File: src/rtl/tag_ac_pkg.sv
package tag_ac_pkg;

    typedef enum logic [2:0] {
        ST_READY       = 3'd0,
        ST_INVENTORY   = 3'd1,
        ST_SELECTED    = 3'd2,
        ST_DESELECTED  = 3'd3,
        ST_DEACTIVATED = 3'd4
    } tag_state_e;

    typedef enum logic [2:0] {
        RSP_NONE  = 3'd0,
        RSP_ID    = 3'd1,
        RSP_BLOCK = 3'd2,
        RSP_FILL  = 3'd3,
        RSP_UID   = 3'd4
    } rsp_kind_e;

    localparam logic [7:0] OP_POLL      = 8'h06;
    localparam logic [7:0] POLL_WAKE    = 8'h00;
    localparam logic [7:0] POLL_SLOTS   = 8'h04;
    localparam logic [3:0] SLOT_CALL_LO = 4'h6;
    localparam logic [7:0] OP_SELECT    = 8'h0E;
    localparam logic [7:0] OP_RETIRE    = 8'h0F;
    localparam logic [7:0] OP_RETURN    = 8'h0C;
    localparam logic [7:0] OP_READ      = 8'h08;
    localparam logic [7:0] OP_WRITE     = 8'h09;
    localparam logic [7:0] OP_IDENT     = 8'h0B;

    localparam int BLOCK_BYTES = 4;
    localparam int IDENT_BYTES = 8;
    localparam int MAX_FRAME   = 2 + BLOCK_BYTES;

    typedef struct packed {
        logic        rsp_valid;
        rsp_kind_e   kind;
        logic [3:0]  len;
        logic [7:0]  id;
        logic        rd;
        logic        wr;
        logic [7:0]  addr;
        logic [31:0] wdata;
    } tag_action_t;

    function automatic logic addr_backed(input logic [7:0] a);
        return (a < 8'd64) || (a == 8'hFF);
    endfunction

    function automatic logic addr_filler(input logic [7:0] a);
        return (a >= 8'd64) && (a < 8'd128);
    endfunction

    function automatic logic [15:0] lfsr_next(input logic [15:0] s, input logic [15:0] mask);
        return (s >> 1) ^ (s[0] ? mask : 16'h0000);
    endfunction

endpackage

File: src/rtl/tag_lfsr.sv
module tag_lfsr #(
    parameter logic [15:0] MASK = 16'hB400,
    parameter logic [15:0] SEED = 16'hACE1
) (
    input  logic        clk,
    input  logic        rst,
    output logic [15:0] value
);
    import tag_ac_pkg::*;

    always_ff @(posedge clk) begin
        if (rst) value <= SEED;
        else     value <= lfsr_next(value, MASK);
    end
endmodule

File: src/rtl/tag_rx_collect.sv
module tag_rx_collect #(
    parameter int MAX_BYTES = 6,
    localparam int LW = $clog2(MAX_BYTES + 2)
) (
    input  logic                          clk,
    input  logic                          rst,
    input  logic                          byte_valid,
    input  logic [7:0]                    byte_data,
    input  logic                          frame_done,
    output logic [MAX_BYTES-1:0][7:0]     frame_bytes,
    output logic [LW-1:0]                 frame_len
);
    localparam logic [LW-1:0] LEN_SAT = LW'(MAX_BYTES + 1);

    always_ff @(posedge clk) begin
        if (rst || frame_done)             frame_len <= '0;
        else if (byte_valid && frame_len != LEN_SAT) frame_len <= frame_len + 1'b1;
    end

    for (genvar g = 0; g < MAX_BYTES; g++) begin : g_slot
        always_ff @(posedge clk) begin
            if (rst)
                frame_bytes[g] <= '0;
            else if (byte_valid && !frame_done && frame_len == LW'(g))
                frame_bytes[g] <= byte_data;
        end
    end
endmodule

File: src/rtl/tag_cmd_decode.sv
module tag_cmd_decode #(
    parameter int MAX_BYTES = 6,
    localparam int LW = $clog2(MAX_BYTES + 2)
) (
    input  tag_ac_pkg::tag_state_e        state,
    input  logic [7:0]                    chip,
    input  logic [15:0]                   rnd,
    input  logic [MAX_BYTES-1:0][7:0]     fb,
    input  logic [LW-1:0]                 flen,
    output tag_ac_pkg::tag_state_e        nxt_state,
    output logic [7:0]                    nxt_chip,
    output tag_ac_pkg::tag_action_t       act
);
    import tag_ac_pkg::*;

    logic len1, len2, len_wr;
    logic [7:0] b0, b1;

    assign len1   = (flen == LW'(1));
    assign len2   = (flen == LW'(2));
    assign len_wr = (flen == LW'(2 + BLOCK_BYTES));
    assign b0     = fb[0];
    assign b1     = fb[1];

    always_comb begin
        nxt_state = state;
        nxt_chip  = chip;
        act       = '0;
        if (state != ST_DEACTIVATED) begin
            if (b0 == OP_POLL && len2) begin
                if (b1 == POLL_WAKE && (state == ST_READY || state == ST_INVENTORY)) begin
                    nxt_state     = ST_INVENTORY;
                    nxt_chip      = rnd[7:0];
                    act.rsp_valid = 1'b1;
                    act.kind      = RSP_ID;
                    act.len       = 4'd1;
                    act.id        = rnd[7:0];
                end else if (b1 == POLL_SLOTS && state == ST_INVENTORY) begin
                    nxt_chip = {chip[7:4], rnd[3:0]};
                    if (rnd[3:0] == 4'd0) begin
                        act.rsp_valid = 1'b1;
                        act.kind      = RSP_ID;
                        act.len       = 4'd1;
                        act.id        = {chip[7:4], 4'd0};
                    end
                end
            end else if (b0[3:0] == SLOT_CALL_LO && b0[7:4] != 4'd0 && len1) begin
                if (state == ST_INVENTORY && chip[3:0] == b0[7:4]) begin
                    act.rsp_valid = 1'b1;
                    act.kind      = RSP_ID;
                    act.len       = 4'd1;
                    act.id        = chip;
                end
            end else if (b0 == OP_SELECT && len2) begin
                if (b1 == chip) begin
                    if (state != ST_READY) begin
                        nxt_state     = ST_SELECTED;
                        act.rsp_valid = 1'b1;
                        act.kind      = RSP_ID;
                        act.len       = 4'd1;
                        act.id        = chip;
                    end
                end else if (state == ST_SELECTED) begin
                    nxt_state = ST_DESELECTED;
                end
            end else if (state == ST_SELECTED) begin
                if (b0 == OP_RETIRE && len1) begin
                    nxt_state = ST_DEACTIVATED;
                end else if (b0 == OP_RETURN && len1) begin
                    nxt_state = ST_INVENTORY;
                end else if (b0 == OP_READ && len2) begin
                    if (addr_backed(b1)) begin
                        act.rd        = 1'b1;
                        act.addr      = b1;
                        act.rsp_valid = 1'b1;
                        act.kind      = RSP_BLOCK;
                        act.len       = 4'(BLOCK_BYTES);
                    end else if (addr_filler(b1)) begin
                        act.rsp_valid = 1'b1;
                        act.kind      = RSP_FILL;
                        act.len       = 4'(BLOCK_BYTES);
                    end
                end else if (b0 == OP_WRITE && len_wr) begin
                    act.wr    = 1'b1;
                    act.addr  = b1;
                    act.wdata = {fb[5], fb[4], fb[3], fb[2]};
                end else if (b0 == OP_IDENT && len1) begin
                    act.rsp_valid = 1'b1;
                    act.kind      = RSP_UID;
                    act.len       = 4'(IDENT_BYTES);
                end
            end
        end
    end
endmodule

File: src/rtl/tag_anticoll_ctrl.sv
module tag_anticoll_ctrl #(
    parameter logic [15:0] LFSR_MASK = 16'hB400,
    parameter logic [15:0] LFSR_SEED = 16'hACE1
) (
    input  logic        clk,
    input  logic        rst,
    input  logic        rx_valid,
    input  logic [7:0]  rx_byte,
    input  logic        rx_done,
    output logic [2:0]  tag_state,
    output logic [7:0]  chip_id,
    output logic        resp_valid,
    output logic [2:0]  resp_kind,
    output logic [3:0]  resp_len,
    output logic [7:0]  resp_id,
    output logic        mem_rd,
    output logic        mem_wr,
    output logic [7:0]  mem_addr,
    output logic [31:0] mem_wdata
);
    import tag_ac_pkg::*;

    localparam int LW = $clog2(MAX_FRAME + 2);

    logic [15:0]                  rnd;
    logic [MAX_FRAME-1:0][7:0]    fb;
    logic [LW-1:0]                flen;
    tag_state_e                   state_q, state_d;
    logic [7:0]                   chip_q, chip_d;
    tag_action_t                  act_d, act_q;

    tag_lfsr #(.MASK(LFSR_MASK), .SEED(LFSR_SEED)) u_lfsr (
        .clk(clk), .rst(rst), .value(rnd)
    );

    tag_rx_collect #(.MAX_BYTES(MAX_FRAME)) u_rx (
        .clk(clk), .rst(rst), .byte_valid(rx_valid), .byte_data(rx_byte),
        .frame_done(rx_done), .frame_bytes(fb), .frame_len(flen)
    );

    tag_cmd_decode #(.MAX_BYTES(MAX_FRAME)) u_dec (
        .state(state_q), .chip(chip_q), .rnd(rnd), .fb(fb), .flen(flen),
        .nxt_state(state_d), .nxt_chip(chip_d), .act(act_d)
    );

    always_ff @(posedge clk) begin
        if (rst) begin
            state_q <= ST_READY;
            chip_q  <= LFSR_SEED[7:0];
            act_q   <= '0;
        end else if (rx_done) begin
            state_q <= state_d;
            chip_q  <= chip_d;
            act_q   <= act_d;
        end else begin
            act_q   <= '0;
        end
    end

    assign tag_state  = state_q;
    assign chip_id    = chip_q;
    assign resp_valid = act_q.rsp_valid;
    assign resp_kind  = act_q.kind;
    assign resp_len   = act_q.len;
    assign resp_id    = act_q.id;
    assign mem_rd     = act_q.rd;
    assign mem_wr     = act_q.wr;
    assign mem_addr   = act_q.addr;
    assign mem_wdata  = act_q.wdata;
endmodule

File: config.mk
export PLATFORM = sky130hd
export DESIGN_NAME = tag_anticoll_ctrl
export DESIGN_NICKNAME = d
export VERILOG_FILES = /design/src/rtl/tag_ac_pkg.sv /design/src/rtl/tag_lfsr.sv /design/src/rtl/tag_rx_collect.sv /design/src/rtl/tag_cmd_decode.sv /design/src/rtl/tag_anticoll_ctrl.sv
export SDC_FILE = /design/constraint.sdc
export NUM_CORES = 1
export LEC_CHECK = 0
export ABC_AREA = 1
export BUFFER_PORTS_ARGS = -buffer_cell sky130_fd_sc_hd__buf_2
export CAP_MARGIN = 30
export CORE_UTILIZATION = 50
export DETAILED_ROUTE_END_ITERATION = 8
export PLACE_DENSITY = 0.84
export SKIP_CTS_REPAIR_TIMING = 1
export SYNTH_ARGS = -nofsm -noshare
export SYNTH_HDL_FRONTEND = slang
export SYNTH_SLANG_ARGS = --single-unit
File: constraint.sdc
create_clock -name clk -period 1.7 [get_ports clk]
set_input_delay 0.34 -clock clk [delete_from_list [all_inputs] [get_ports clk]]
set_output_delay 0.34 -clock clk [all_outputs]
set_load 0.1 [all_outputs]
==> flow_summary.json <==
{
  "synth_top_family_by_area": "simple AND/OR/NAND/NOR gates",
  "place_ws_ps": -99.0,
  "rsz0062_at_grt": "yes",
  "cts_tree": "yes",
  "placed_cell_area_mm2": 0.00592,
  "worstMarginPinSlew_ps": 652,
  "core-area_mm2": 0.00986,
  "finalHoldViolations": 0,
  "crit_buf_inv": 2,
  "seq_area_mm2": 0.00271,
  "die_h_um": 104,
  "drc": 0,
  "arrival_ps": 2220,
  "layout_commonest_cell": "dfxtp_1",
  "cts_root_buf": "clkbuf_8",
  "globalplace.congestion": 0.939,
  "io_pins": 81,
  "clock_path_buffers": 2,
  "num-fill-cells": 639,
  "synthDistinctLibCells": 34,
  "fin_util": 0.723,
  "cts_made_buffers": 17,
  "avgSynthCellArea_um2": 7.82,
  "cts.sinks": 133,
  "clock.fmax_mhz": 545,
  "dieArea_mm2": 0.0107,
  "drt_wl_total_mm": 15.2,
  "power_leakage_nw": 3.15,
  "drt_iter0_markers": 358,
  "vias": 4990,
  "grt_max_degree": 51,
  "synth.top_cell.area_share": 0.516,
  "slowest_delay_ps": 330,
  "port_buffers": 79,
  "drive_above_1_share": 0.372,
  "r2r_slack_ps": -140,
  "layout.nets": 799,
  "worstPathRequired_ps": 2080,
  "violations": "negative setup slack",
  "row_count": 36,
  "slew_violations": 0,
  "synth-seq-area-share": 0.516,
  "fin_setup_tns_ps": -3990,
  "setup_ws_ps": -136,
  "layout.cells.non_filler": 927,
  "ys_ff_latch": 133,
  "synthesis.area_mm2": 0.00516,
  "synth-simple-area-share": 0.223,
  "wire_per_inst_um": 16.4,
  "multi_input_area_mm2": 0.00241,
  "antenna_cells": 0,
  "syn_nets": 677,
  "crit_family": "simple AND/OR/NAND/NOR gates",
  "finalCriticalPeriod_ps": 1840,
  "synthAdderAreaFrac": 0.0146,
  "htreeDepth": 4,
  "path_clk_slew_ps": 60,
  "clk_latency_ps": 540,
  "critPathLaunchType": "flop",
  "fin_skew_ps": 13.3,
  "cp-end-kind": "flop",
  "synth_compound_area_frac": 0.133,
  "hpwl_mm": 9.46,
  "antenna_found_initial": 0,
  "synthCells": 659,
  "grt_pass1_wl_mm": 21.7,
  "setup_viol": 47,
  "path_cells": "inv_2 > ha_4 > inv_2 > nor2_4 > nand3_4 > nor2_4 > o211ai_1 > nand2_1 > o211ai_1",
  "maxCapViolCount": 0,
  "cp_max_fo": 8,
  "synth-xor-area-share": 0.0119,
  "crit_type": "flop to flop",
  "final_cell_area_mm2": 0.00714,
  "max_slew_margin": 0.564,
  "finalCritPeriodShare": 1.08,
  "grt_overflow": 0,
  "met1_usage": 0.297,
  "start_util": 0.523,
  "yosys_warnings": 0,
  "final_cell_mix": "dfxtp_1 (112), inv_1 (92), buf_2 (72), nand2_1 (64)",
  "synthToLayoutAreaGrowth_pct": 38.4,
  "min_path_type": "input port to flop",
  "status": "finished with violations",
  "dr.pass1.iters": 5,
  "track_usage": 0.259,
  "met2_usage": 0.437,
  "grt_pass1_vias": 4628,
  "ir_worst_vdd_v": 0.000728,
  "gr-usage-met3": 0.0642,
  "muxShareOfSynthArea": 0,
  "powerDensity_mw_per_mm2": 1000,
  "grt.busiest_layer": "met2",
  "die_w_um": 104,
  "synth_top_cell_by_area": "dfxtp_1",
  "ys_top_cells_by_area": "dfxtp_1 (52%), inv_1 (7.3%), nor2_1 (6.2%)",
  "routed_via_density": 5.38,
  "crit_path_top_delay_cell": "dfxtp_2",
  "ant_nets": 0,
  "dp.cells": 883
}
==> worst reg2reg max path: cells and delay by family (launching register included) <==
kind / cells / cell delay [ps]
adder cells (fa/ha/maj): 1 / 140
AO/OA/AOI/OAI: 2 / 430
flip-flops: 1 / 330
buffers and inverters: 2 / 130
AND/OR/NAND/NOR: 4 / 660
==> cell type report <==
| cell class | count | area share |
|---|---|---|
| Clock buffer | 19 | 0.0605 |
| Clock inverter | 13 | 0.0205 |
| Timing Repair Buffer | 124 | 0.118 |
| Inverter | 112 | 0.0596 |
| Sequential cell | 133 | 0.380 |
| Tap cell | 133 | 0.0233 |
| Multi-Input combinational cell | 393 | 0.338 |
==> sequential cells by signal, summed over array words and instances (netlist names), 2 cells and up <==
signal and count:
mem_addr 8, mem_wdata 32, u_lfsr.value 16, resp_kind 2, tag_state 3, chip_id 8
resp_len 2, u_rx.frame_len 3, u_rx.frame_bytes 48, resp_id 8
==> power by group <==
group	internal, W	switching, W
sequential	0.00316	0.0000398
clock	0.00215	0.00143
combinational	0.000115	0.000261
==> stage by stage <==
step | total power, W | hold slack, ps
3_3_place_gp | 0.00357 | 390
3_5_place_dp | 0.00358 | 398
6_report | 0.00715 | 150
4_1_cts | 0.00709 | 150
2_1_floorplan | 0.00347 | 388
5_1_grt | 0.00734 | 191
==> layer usage <==
metal	vias up	share of wire	wire length, µm
met2	253	0.49	7430
met4	0	0.052	800
met3	86	0.074	1120
met1	2308	0.39	5880
li1	2343	-	-
met5	-	0	0
==> cells in the mapped netlist, drive strengths merged <==
library cell and count:
ha 6, nor3 21, conb 1, nand2 83, nor2 97, inv 111, or2 2, o211ai 5
dfxtp 133, nor4 2, clkinv 1, a21oi 61, nor3b 1, clkbuf 14, nand3 32, buf 7
o21a 1, xnor2 3, o31ai 1, nand4 10, o21ai 62, o2111ai 1, xor2 4
==> cells by family after synthesis <==
family	after synthesis
AOI/OAI and AO/OA	131
xor gates and xnor gates	7
adders and majority gates	6
buffers and inverters	133
DFF	133
other	1
and+or+nand+nor	248
==> worst paths after layout <==
path,startpoint,endpoint,depth (start not counted)
max,u_rx.frame_len[0],chip_id[0],9
min,rx_byte[1],u_rx.frame_bytes[1],3
max reg2reg,u_rx.frame_len[0],chip_id[0],9
min reg2reg,u_lfsr.value[10],u_lfsr.value[9],2
No activity file was read; power rests on OpenSTA's default activity.
